==> config.mk <==
export PLATFORM = sky130hd
export DESIGN_NAME = nibble_port
export DESIGN_NICKNAME = d
export VERILOG_FILES = /design/src/rtl/np_pkg.sv /design/src/rtl/np_keeper.sv /design/src/rtl/np_nib_drive.sv /design/src/rtl/np_hs_out.sv /design/src/rtl/np_hs_in.sv /design/src/rtl/nibble_port.sv
export SDC_FILE = /design/constraint.sdc
export NUM_CORES = 1
export LEC_CHECK = 0
export ABC_AREA = 1
export BUFFER_PORTS_ARGS = -buffer_cell sky130_fd_sc_hd__buf_2
export CORE_AREA = 2 2 78 80
export CTS_CLUSTER_SIZE = 25
export DETAILED_ROUTE_END_ITERATION = 10
export DIE_AREA = 0 0 80 82
export MAX_ROUTING_LAYER = met4
export SYNTH_ARGS = -nofsm -noshare
export SYNTH_HDL_FRONTEND = slang
export SYNTH_SLANG_ARGS = --single-unit
==> constraint.sdc <==
create_clock -name clk -period 3.2 [get_ports clk]
set_input_delay 0.64 -clock clk [delete_from_list [all_inputs] [get_ports clk]]
set_output_delay 0.64 -clock clk [all_outputs]
set_load 0.01 [all_outputs]
==> src/rtl/np_pkg.sv <==
package np_pkg;
  typedef enum logic [1:0] {
    NM_OUT  = 2'b00,
    NM_IN   = 2'b01,
    NM_ADDR = 2'b10,
    NM_RSV  = 2'b11
  } nib_mode_t;

  typedef enum logic [1:0] {
    HO_IDLE      = 2'b00,
    HO_WAIT_RDY  = 2'b01,
    HO_WAIT_DROP = 2'b10
  } ho_state_t;

  localparam logic [1:0] SEL_DATA   = 2'd0;
  localparam logic [1:0] SEL_MODE   = 2'd1;
  localparam logic [1:0] SEL_STATUS = 2'd2;

  // code 11 is treated as input
  function automatic nib_mode_t nm_decode(input logic [1:0] code);
    return (code == 2'b11) ? NM_IN : nib_mode_t'(code);
  endfunction

  function automatic logic [5:0] np_reset_mode(input bit romless);
    return romless ? 6'b10_1010 : 6'b00_0101;
  endfunction

  function automatic logic nm_hs_active(input logic hs_en, input nib_mode_t up);
    return hs_en && (up != NM_ADDR);
  endfunction

  function automatic nib_mode_t nm_lower_eff(input nib_mode_t lo, input nib_mode_t up,
                                             input logic hs_act);
    return hs_act ? up : lo;
  endfunction

  function automatic logic np_cfg_conflict(input logic [5:0] m);
    return nm_hs_active(m[4], nm_decode(m[3:2])) && (nm_decode(m[1:0]) != nm_decode(m[3:2]));
  endfunction
endpackage

==> src/rtl/np_keeper.sv <==
module np_keeper #(
  parameter int W = 8
) (
  input  logic         clk,
  input  logic         rst_n,
  input  logic [W-1:0] pin_in,
  input  logic [W-1:0] pin_hiz,
  output logic [W-1:0] pin_val
);
  for (genvar i = 0; i < W; i++) begin : g_bit
    logic held_q;
    always_ff @(posedge clk or negedge rst_n) begin
      if (!rst_n) held_q <= 1'b0;
      else if (!pin_hiz[i]) held_q <= pin_in[i];
    end
    assign pin_val[i] = pin_hiz[i] ? held_q : pin_in[i];
  end
endmodule

==> src/rtl/np_nib_drive.sv <==
module np_nib_drive
  import np_pkg::*;
#(
  parameter int NIB = 4
) (
  input  nib_mode_t      mode,
  input  logic [NIB-1:0] data,
  input  logic [NIB-1:0] addr,
  input  logic           release_all,
  output logic [NIB-1:0] oe,
  output logic [NIB-1:0] out
);
  always_comb begin
    oe  = '0;
    out = '0;
    case (mode)
      NM_OUT: begin
        oe  = release_all ? '0 : '1;
        out = data;
      end
      NM_ADDR: begin
        oe  = release_all ? '0 : '1;
        out = addr;
      end
      default: begin
        oe  = '0;
        out = '0;
      end
    endcase
  end
endmodule

==> src/rtl/np_hs_out.sv <==
module np_hs_out
  import np_pkg::*;
(
  input  logic clk,
  input  logic rst_n,
  input  logic active,
  input  logic start,
  input  logic rdy_i,
  output logic dav_n_o,
  output logic busy,
  output logic accept
);
  ho_state_t st_q;

  assign accept  = active && start && (st_q == HO_IDLE);
  assign busy    = (st_q != HO_IDLE);
  assign dav_n_o = !(active && st_q == HO_WAIT_RDY);

  always_ff @(posedge clk or negedge rst_n) begin
    if (!rst_n) st_q <= HO_IDLE;
    else if (!active) st_q <= HO_IDLE;
    else begin
      case (st_q)
        HO_IDLE:      if (start) st_q <= HO_WAIT_RDY;
        HO_WAIT_RDY:  if (rdy_i) st_q <= HO_WAIT_DROP;
        HO_WAIT_DROP: if (!rdy_i) st_q <= HO_IDLE;
        default:      st_q <= HO_IDLE;
      endcase
    end
  end
endmodule

==> src/rtl/np_hs_in.sv <==
module np_hs_in #(
  parameter int W = 8
) (
  input  logic         clk,
  input  logic         rst_n,
  input  logic         active,
  input  logic         dav_n_i,
  input  logic         rd,
  input  logic [W-1:0] pin_data,
  output logic [W-1:0] latch,
  output logic         full,
  output logic         rdy_o
);
  logic dav_prev_q;
  logic dav_fall;

  assign dav_fall = dav_prev_q && !dav_n_i;
  assign rdy_o    = active && !full;

  always_ff @(posedge clk or negedge rst_n) begin
    if (!rst_n) begin
      dav_prev_q <= 1'b1;
      full       <= 1'b0;
      latch      <= '0;
    end else begin
      dav_prev_q <= dav_n_i;
      if (!active) full <= 1'b0;
      else begin
        if (rd) full <= 1'b0;
        if (dav_fall && !full) begin
          full  <= 1'b1;
          latch <= pin_data;
        end
      end
    end
  end
endmodule

==> src/rtl/nibble_port.sv <==
module nibble_port
  import np_pkg::*;
#(
  parameter bit ROMLESS = 1'b0,
  parameter int W       = 8,
  parameter int ADDR_W  = 16
) (
  input  logic              clk,
  input  logic              rst_n,
  input  logic              cpu_wr,
  input  logic              cpu_rd,
  input  logic [1:0]        cpu_sel,
  input  logic [W-1:0]      cpu_wdata,
  output logic [W-1:0]      cpu_rdata,
  input  logic [ADDR_W-1:0] ext_addr,
  input  logic              bus_release,
  output logic [W-1:0]      pad_oe,
  output logic [W-1:0]      pad_out,
  input  logic [W-1:0]      pad_in,
  input  logic [W-1:0]      pad_hiz,
  input  logic              hs_dav_n_i,
  output logic              hs_dav_n_o,
  input  logic              hs_rdy_i,
  output logic              hs_rdy_o,
  output logic              hs_dir_out,
  output logic              ext_timing
);
  localparam int NIB    = W / 2;
  localparam int A_BASE = ADDR_W - W;

  logic [5:0]   mode_q;
  logic         cfg_err_q;
  logic [W-1:0] data_q;

  nib_mode_t up_m, lo_raw, lo_m;
  nib_mode_t nm [2];
  logic hs_act, out_hs_act, in_hs_act, any_addr, release_all;
  logic wr_data, wr_mode, rd_data;
  logic busy, accept, full;
  logic [W-1:0] pin_val, in_latch, data_rd;

  assign up_m        = nm_decode(mode_q[3:2]);
  assign lo_raw      = nm_decode(mode_q[1:0]);
  assign hs_act      = nm_hs_active(mode_q[4], up_m);
  assign lo_m        = nm_lower_eff(lo_raw, up_m, hs_act);
  assign out_hs_act  = hs_act && (up_m == NM_OUT);
  assign in_hs_act   = hs_act && (up_m == NM_IN);
  assign any_addr    = (lo_m == NM_ADDR) || (up_m == NM_ADDR);
  assign release_all = bus_release && any_addr;
  assign nm[0]       = lo_m;
  assign nm[1]       = up_m;
  assign hs_dir_out  = (up_m == NM_OUT);
  assign ext_timing  = mode_q[5];

  assign wr_data = cpu_wr && (cpu_sel == SEL_DATA);
  assign wr_mode = cpu_wr && (cpu_sel == SEL_MODE);
  assign rd_data = cpu_rd && (cpu_sel == SEL_DATA);

  always_ff @(posedge clk or negedge rst_n) begin
    if (!rst_n) begin
      mode_q    <= np_reset_mode(ROMLESS);
      cfg_err_q <= 1'b0;
      data_q    <= '0;
    end else begin
      if (wr_mode) begin
        mode_q    <= cpu_wdata[5:0];
        cfg_err_q <= np_cfg_conflict(cpu_wdata[5:0]);
      end
      if (wr_data && (!out_hs_act || accept)) data_q <= cpu_wdata;
    end
  end

  np_keeper #(.W(W)) u_keep (
    .clk(clk), .rst_n(rst_n), .pin_in(pad_in), .pin_hiz(pad_hiz), .pin_val(pin_val)
  );

  np_hs_out u_hso (
    .clk(clk), .rst_n(rst_n), .active(out_hs_act), .start(wr_data), .rdy_i(hs_rdy_i),
    .dav_n_o(hs_dav_n_o), .busy(busy), .accept(accept)
  );

  np_hs_in #(.W(W)) u_hsi (
    .clk(clk), .rst_n(rst_n), .active(in_hs_act), .dav_n_i(hs_dav_n_i), .rd(rd_data),
    .pin_data(pin_val), .latch(in_latch), .full(full), .rdy_o(hs_rdy_o)
  );

  for (genvar k = 0; k < 2; k++) begin : g_nib
    np_nib_drive #(.NIB(NIB)) u_drv (
      .mode(nm[k]),
      .data(data_q[k*NIB +: NIB]),
      .addr(ext_addr[A_BASE + k*NIB +: NIB]),
      .release_all(release_all),
      .oe(pad_oe[k*NIB +: NIB]),
      .out(pad_out[k*NIB +: NIB])
    );
    always_comb begin
      case (nm[k])
        NM_OUT:  data_rd[k*NIB +: NIB] = data_q[k*NIB +: NIB];
        NM_ADDR: data_rd[k*NIB +: NIB] = '0;
        default: data_rd[k*NIB +: NIB] = pin_val[k*NIB +: NIB];
      endcase
    end
  end

  always_comb begin
    case (cpu_sel)
      SEL_DATA:   cpu_rdata = in_hs_act ? in_latch : data_rd;
      SEL_MODE:   cpu_rdata = W'(mode_q);
      SEL_STATUS: cpu_rdata = W'({cfg_err_q, full, busy});
      default:    cpu_rdata = '0;
    endcase
  end
endmodule

After elaboration in Yosys (flattened, before gate mapping)
Cells that the tools add are included.
- output and inout bits: 28
- bits in registers: 35
- reductions and logical operators: 31
- equality and inequality tests: 18
- muxes and demuxes: 30
- operator list (operator ; number):
    $pmux W4 S2 ; 4
    $pmux W8 S3 ; 1
    $mux W2 ; 9
    $eq A2 B2 Y1 const B ; 8
    $logic_and A1 B1 Y1 ; 16
    $mux W4 ; 3
    $mux W1 ; 11
    $ne A3 B3 Y1 const B ; 3
    $logic_not A2 Y1 ; 4
    $mux W8 ; 1
    $eq A2 B1 Y1 const B ; 3
    $pmux W2 S3 ; 1
    $logic_not A1 Y1 ; 4
    $ne A2 B2 Y1 const B ; 2
    $reduce_or A2 Y1 ; 2
    $ne A3 B1 Y1 const B ; 1
    $reduce_and A3 Y1 ; 1
    $logic_or A1 B1 Y1 ; 2
    $ne A2 B2 Y1 ; 1
    $reduce_and A2 Y1 ; 1
    $reduce_bool A2 Y1 ; 1

Logic depth before layout (Yosys ltp)
- depth after elaboration: 10
- gate-level depth with buffers: 10
- depth with buffers taken out: 9

Hierarchy
Synthesis repeated with hierarchy kept, for this count alone.
- cells, all modules: 284
- area, all modules: 2033.2 um^2
- modules (own cells, without submodules) (module ; instances ; area each (um^2) ; cells an instance ; seq. area each (um^2)):
    nibble_port ; 1 ; 997.2 ; 144 ; 377.9
    np_hs_in ; 1 ; 412.9 ; 42 ; 251.5
    np_keeper ; 1 ; 320.3 ; 40 ; 200.2
    np_nib_drive ; 2 ; 86.3 ; 18 ; 0.0
    np_hs_out ; 1 ; 130.1 ; 22 ; 50.0

Least setup slack after synthesis
OpenSTA, ideal clock, no wires.
- kind: flip-flop to output port
- start: register mode_q[2]
- end: output port pad_oe[5]
- cell stages (with the launch flop): 9
- buffers on the path: 2
- data required time: 2.560 ns
- arrival: 1.557 ns
- setup slack: 1.003 ns
- cells stage by stage: dfstp_2 buf_6 inv_6 nand2_4 nand2_2 nand2_1 a21boi_0 nor2_1 buf_4
- word-level cells in the longest chain between the ends: 10
- RTL lines (element ; RTL line ; RTL):
    start, declared ; nibble_port.sv:31 ; logic [5:0] mode_q;
    start signal, assigned ; nibble_port.sv:61 ; mode_q <= np_reset_mode(ROMLESS);
    start signal, assigned ; nibble_port.sv:66 ; mode_q <= cpu_wdata[5:0];
    $eq A2 B2 Y1 ; np_pkg.sv:21 ; return (code == 2'b11) ? NM_IN : nib_mode_t'(code);
    $mux W2 * ; np_pkg.sv:21 ;
    $ne A2 B2 Y1 ; np_pkg.sv:29 ; return hs_en && (up != NM_ADDR);
    $logic_and A1 B1 Y1 ; np_pkg.sv:29 ;
    $mux W2 ; np_pkg.sv:34 ; return hs_act ? up : lo;
    $eq A2 B2 Y1 ; nibble_port.sv:48 ; assign any_addr = (lo_m == NM_ADDR) || (up_m == NM_ADDR);
    $logic_or A1 B1 Y1 ; nibble_port.sv:48 ;
    $logic_and A1 B1 Y1 ; nibble_port.sv:49 ; assign release_all = bus_release && any_addr;
    $mux W4 ; np_nib_drive.sv:18, np_nib_drive.sv:22 ;
    $mux W4 * ; - ;
    end, declared ; nibble_port.sv:17 ; output logic [W-1:0] pad_oe,
Every way passes the cells marked *; elsewhere a longest branch is shown, timed or not.

Final worst setup path
- start: register mode_q[2]
- end: output port cpu_rdata[3]
- word-level cells in the longest chain between the ends: 9
- RTL lines (element ; RTL line ; RTL):
    $eq A2 B2 Y1 ; np_pkg.sv:21 ;
    $mux W2 * ; np_pkg.sv:21 ;
    $ne A2 B2 Y1 ; np_pkg.sv:29 ;
    $logic_and A1 B1 Y1 ; np_pkg.sv:29 ;
    $mux W2 ; np_pkg.sv:34 ;
    $eq A2 B2 Y1 / $logic_not A2 Y1 (equally long branches) ; nibble_port.sv:97 ; case (nm[k])
    $pmux W4 S2 ; nibble_port.sv:97 ;
    $mux W8 * ; nibble_port.sv:107 ; SEL_DATA: cpu_rdata = in_hs_act ? in_latch : data_rd;
    $pmux W8 S3 * ; nibble_port.sv:106 ; case (cpu_sel)
    end, declared ; nibble_port.sv:14 ; output logic [W-1:0] cpu_rdata,
Marked as above.

==> results.md <==
* Result of the run: completed
* Number of setup buffers added after CTS at 0
* Fraction of final layout cells sized beyond drive strength 1 at 0.2930
* Number of design-rule violations left by the first detailed-router iteration at a little under 100
* Number of storage elements in the synthesis netlist at 35
* Power density normalized to cell area at about 560 nW/um2
* Final critical-path required period at 2771 ps
* Diodes inserted at 0
* Antenna violations before repair at 0
* Leakage power at approximately 0.0013 uW
* Async S/R FF share, synth at 1.000
* Worst-skew pair later-pin latency at between 200 and 300 ps
* Die X-Extent at 80 um
* Most numerous cell in the Yosys netlist: nand2_1
* Dpl ws at between 700 and 800 ps
* TritonCTS clock tree: done
* Post-route fraction of the period consumed by the critical path at 0.8661
* Vias post-DR at about 1800
* Global Route Usage Sum at 0.1509
* Final worst clock skew at between 6 and 7 ps
* Seq/Total Area, Yosys at 0.4461
* Switching part of the total at 0.3399
* DIE HEIGHT at around 80 um
* Routed wire length at about 4.6 mm
* CTS clock-pin slew for the worst setup and hold paths at around 70 ps
* Power, Total at approximately 1300 uW
* Required arrival time at the worst endpoint at about 2600 ps
* Class of the most critical hold timing path: input pin to async pin
* Vias in the first global route at 1585
* Net switching power figure at about 450 uW
* Setup-failing EPs final at 0
* Max-slew violations at 0
* Setup_tns at 0 ps
* Max H-tree Level at 2
* Sum of overflow across all layers after global routing at 0
* Post-route DRC at 0
* Weighted congestion at the end of routability-driven global placement at approximately 0.74
* Achievable Freq at approximately 360 MHz
* Count of cell types in the netlist at 28
* Number of buffers inserted by hold repair at cts at 0
* Endpoint arrival time on the critical path at 2130 ps
* Ys flop type: dfrtp_1
* Yosys top cell by area: dfrtp_1
* Initial cell density of the core at 0.3432
* Maximum vdd drop at 0.2412 mV
* Highest fanout seen on the critical path at 25
* Root Buffer Master: clkbuf_8
* Port-buffer cells at just under 70
* Clock network power share at 0.262
* Largest buffer count on any clock path at 2
* Vias per inst at between 4 and 5
* Detailed-router iteration count before antenna repair at 4
* Type of the worst setup path: flip-flop to primary output
* EDFF count, synth at 0
* Wire length of the first global-routing pass at 7.334 mm
* Share of the synthesized area in the top cell type at 0.4061
* Synthesized area per cell at approximately 7.9 um2
* Number of sinks on the clock net at 35
* Detail-routed net length per standard cell at 11.88 um
* Comb pwr share at 0.286
* Setup crit start kind: flip-flop
* Boundary pin count at just under 80
* FF-to-FF path depth at 6
* Post-DRT Antenna Nets at 0
* Number of maximum-capacitance violations at 0
* Largest net degree at the start of global routing at 36
* Die Area at ~6600 um2
* Most frequent cells after synthesis: nand2_1, inv_1, dfrtp_1, o21ai_0, nand3_1
* Worst hold margin at 451.5 ps
* Post-cts repair resize count at 0
* Syn-to-layout area delta at 21.38%
* Cell internal power dissipation at between 800 and 900 uW
* Number of nets in the layout at between 300 and 400
* Hold violation total from the final report at 0
* Post-synthesis instance area at ~2000 um2
* Count of synthesis-stage warnings from yosys at 0
* Endpoint kind of the worst setup timing path: primary output
* Rows at 28
* Final worst setup slack at 428.6 ps
* Number of cells produced by synthesis at 250
* Net count after synthesis at about 300
* Leading cell types by total area after synthesis: dfrtp_1, nand2_1, o21ai_0, inv_1, nand3_1
* Slew of the pin with the lowest slew margin at 811.4 ps
* Core area at about 5700 um2
* Setup repair after global routing missed its margin: false
* Total CTS buffers at 5
* Hpwl dp at about 3.6 mm
* Power share of the sequential group at 0.452
* Worst rel slew slack at 0.4591
[worst paths after layout]
kind / slack (ps) / to / startpoint
worst max-delay path: 430 / cpu_rdata[3] / mode_q[2]$_DFFE_PN1P_
worst min-delay path: 450 / u_hso.st_q[1]$_DFFE_PN0P_ / rst_n
worst max register to register: 1450 / u_hsi.latch[7]$_DFFE_PN0P_ / mode_q[2]$_DFFE_PN1P_
worst min register to register: 470 / data_q[7]$_DFFE_PN0P_ / data_q[7]$_DFFE_PN0P_
max in group asynchronous: 2240 / cfg_err_q$_DFFE_PN0P_ / rst_n
min in group clk: 460 / u_hsi.dav_prev_q$_DFF_PN1_ / hs_dav_n_i
[power groups by stage]
stage	clock, uW	combinational, uW	sequential [uW]
after floorplan	0	298	578
after global placement	0	380	605
after detailed placement	0	387	606
after CTS	360	386	601
after global routing	385	436	614
final	349	381	601
[placed cells by master (no fill, tap or decap), types with 2 or more instances in the layout]
master / instances
nand2_1: 73
buf_2: 68
nor3_4: 2
clkbuf_8: 7
nand4_1: 5
o21ai_2: 2
nor2_4: 2
o21ai_1: 4
o22ai_1: 2
dfrtp_1: 32
nand2_4: 4
inv_1: 33
o21ai_0: 32
dfstp_2: 3
nand3_1: 18
a31oi_1: 2
nor2_1: 10
a21oi_1: 5
[state kept, by name, indices dropped and copies added, names as in the netlist]
name and cells:
data_q 8, u_hsi.latch 8, u_keep.g_bit.held_q 8, mode_q 6
u_hso.st_q 2, cfg_err_q 1, u_hsi.dav_prev_q 1, u_hsi.full 1
[worst max-delay path, cell delays in order, from the launching register on]
cell and delay [ps]:
dfstp_2 720, inv_6 80, nand2_4 90, nand3_4 250, nand2_1 250, o21ai_0 110, nand2_1 90, nand2_1 50
nand2_1 70, buf_2 130
[metal layers]
metal  GRT usage  part of all wire  vias up
li1            -                 -      926
met1      0.1888              0.47      804
met2      0.2400              0.48       30
met3     0.03407             0.043        7
met4     0.05593             0.013        0
met5           -                 0        -
[cell type report]
cell class / instances / area [um2]
clock buffer: 8 / 100.1
fill: 616 / 3352
inverter: 35 / 136.4
multi-input combinational: 168 / 843.3
sequential: 35 / 879.6
tap: 75 / 93.84
timing repair buffer: 68 / 340.3
[logic make-up after synthesis]
family / Yosys count / synth area share
AOI/OAI and AO/OA: 52 / 0.1453
buffers and inverters: 47 / 0.1263
DFF: 35 / 0.4461
and+or+nand+nor: 116 / 0.2824
[metrics by stage]
| step | area [um2] | util | std cells |
|---|---|---|---|
| 2_1_floorplan | 1972 | - | 250 |
| 3_3_place_gp | 2293 | 0.3992 | 381 |
| 3_5_place_dp | 2293 | 0.3992 | 381 |
| 4_1_cts | 2394 | 0.4166 | 389 |
| 5_1_grt | 2394 | 0.4166 | 389 |
| 6_report | 2394 | 0.4166 | 389 |
(Power assumes the default switching activity.)
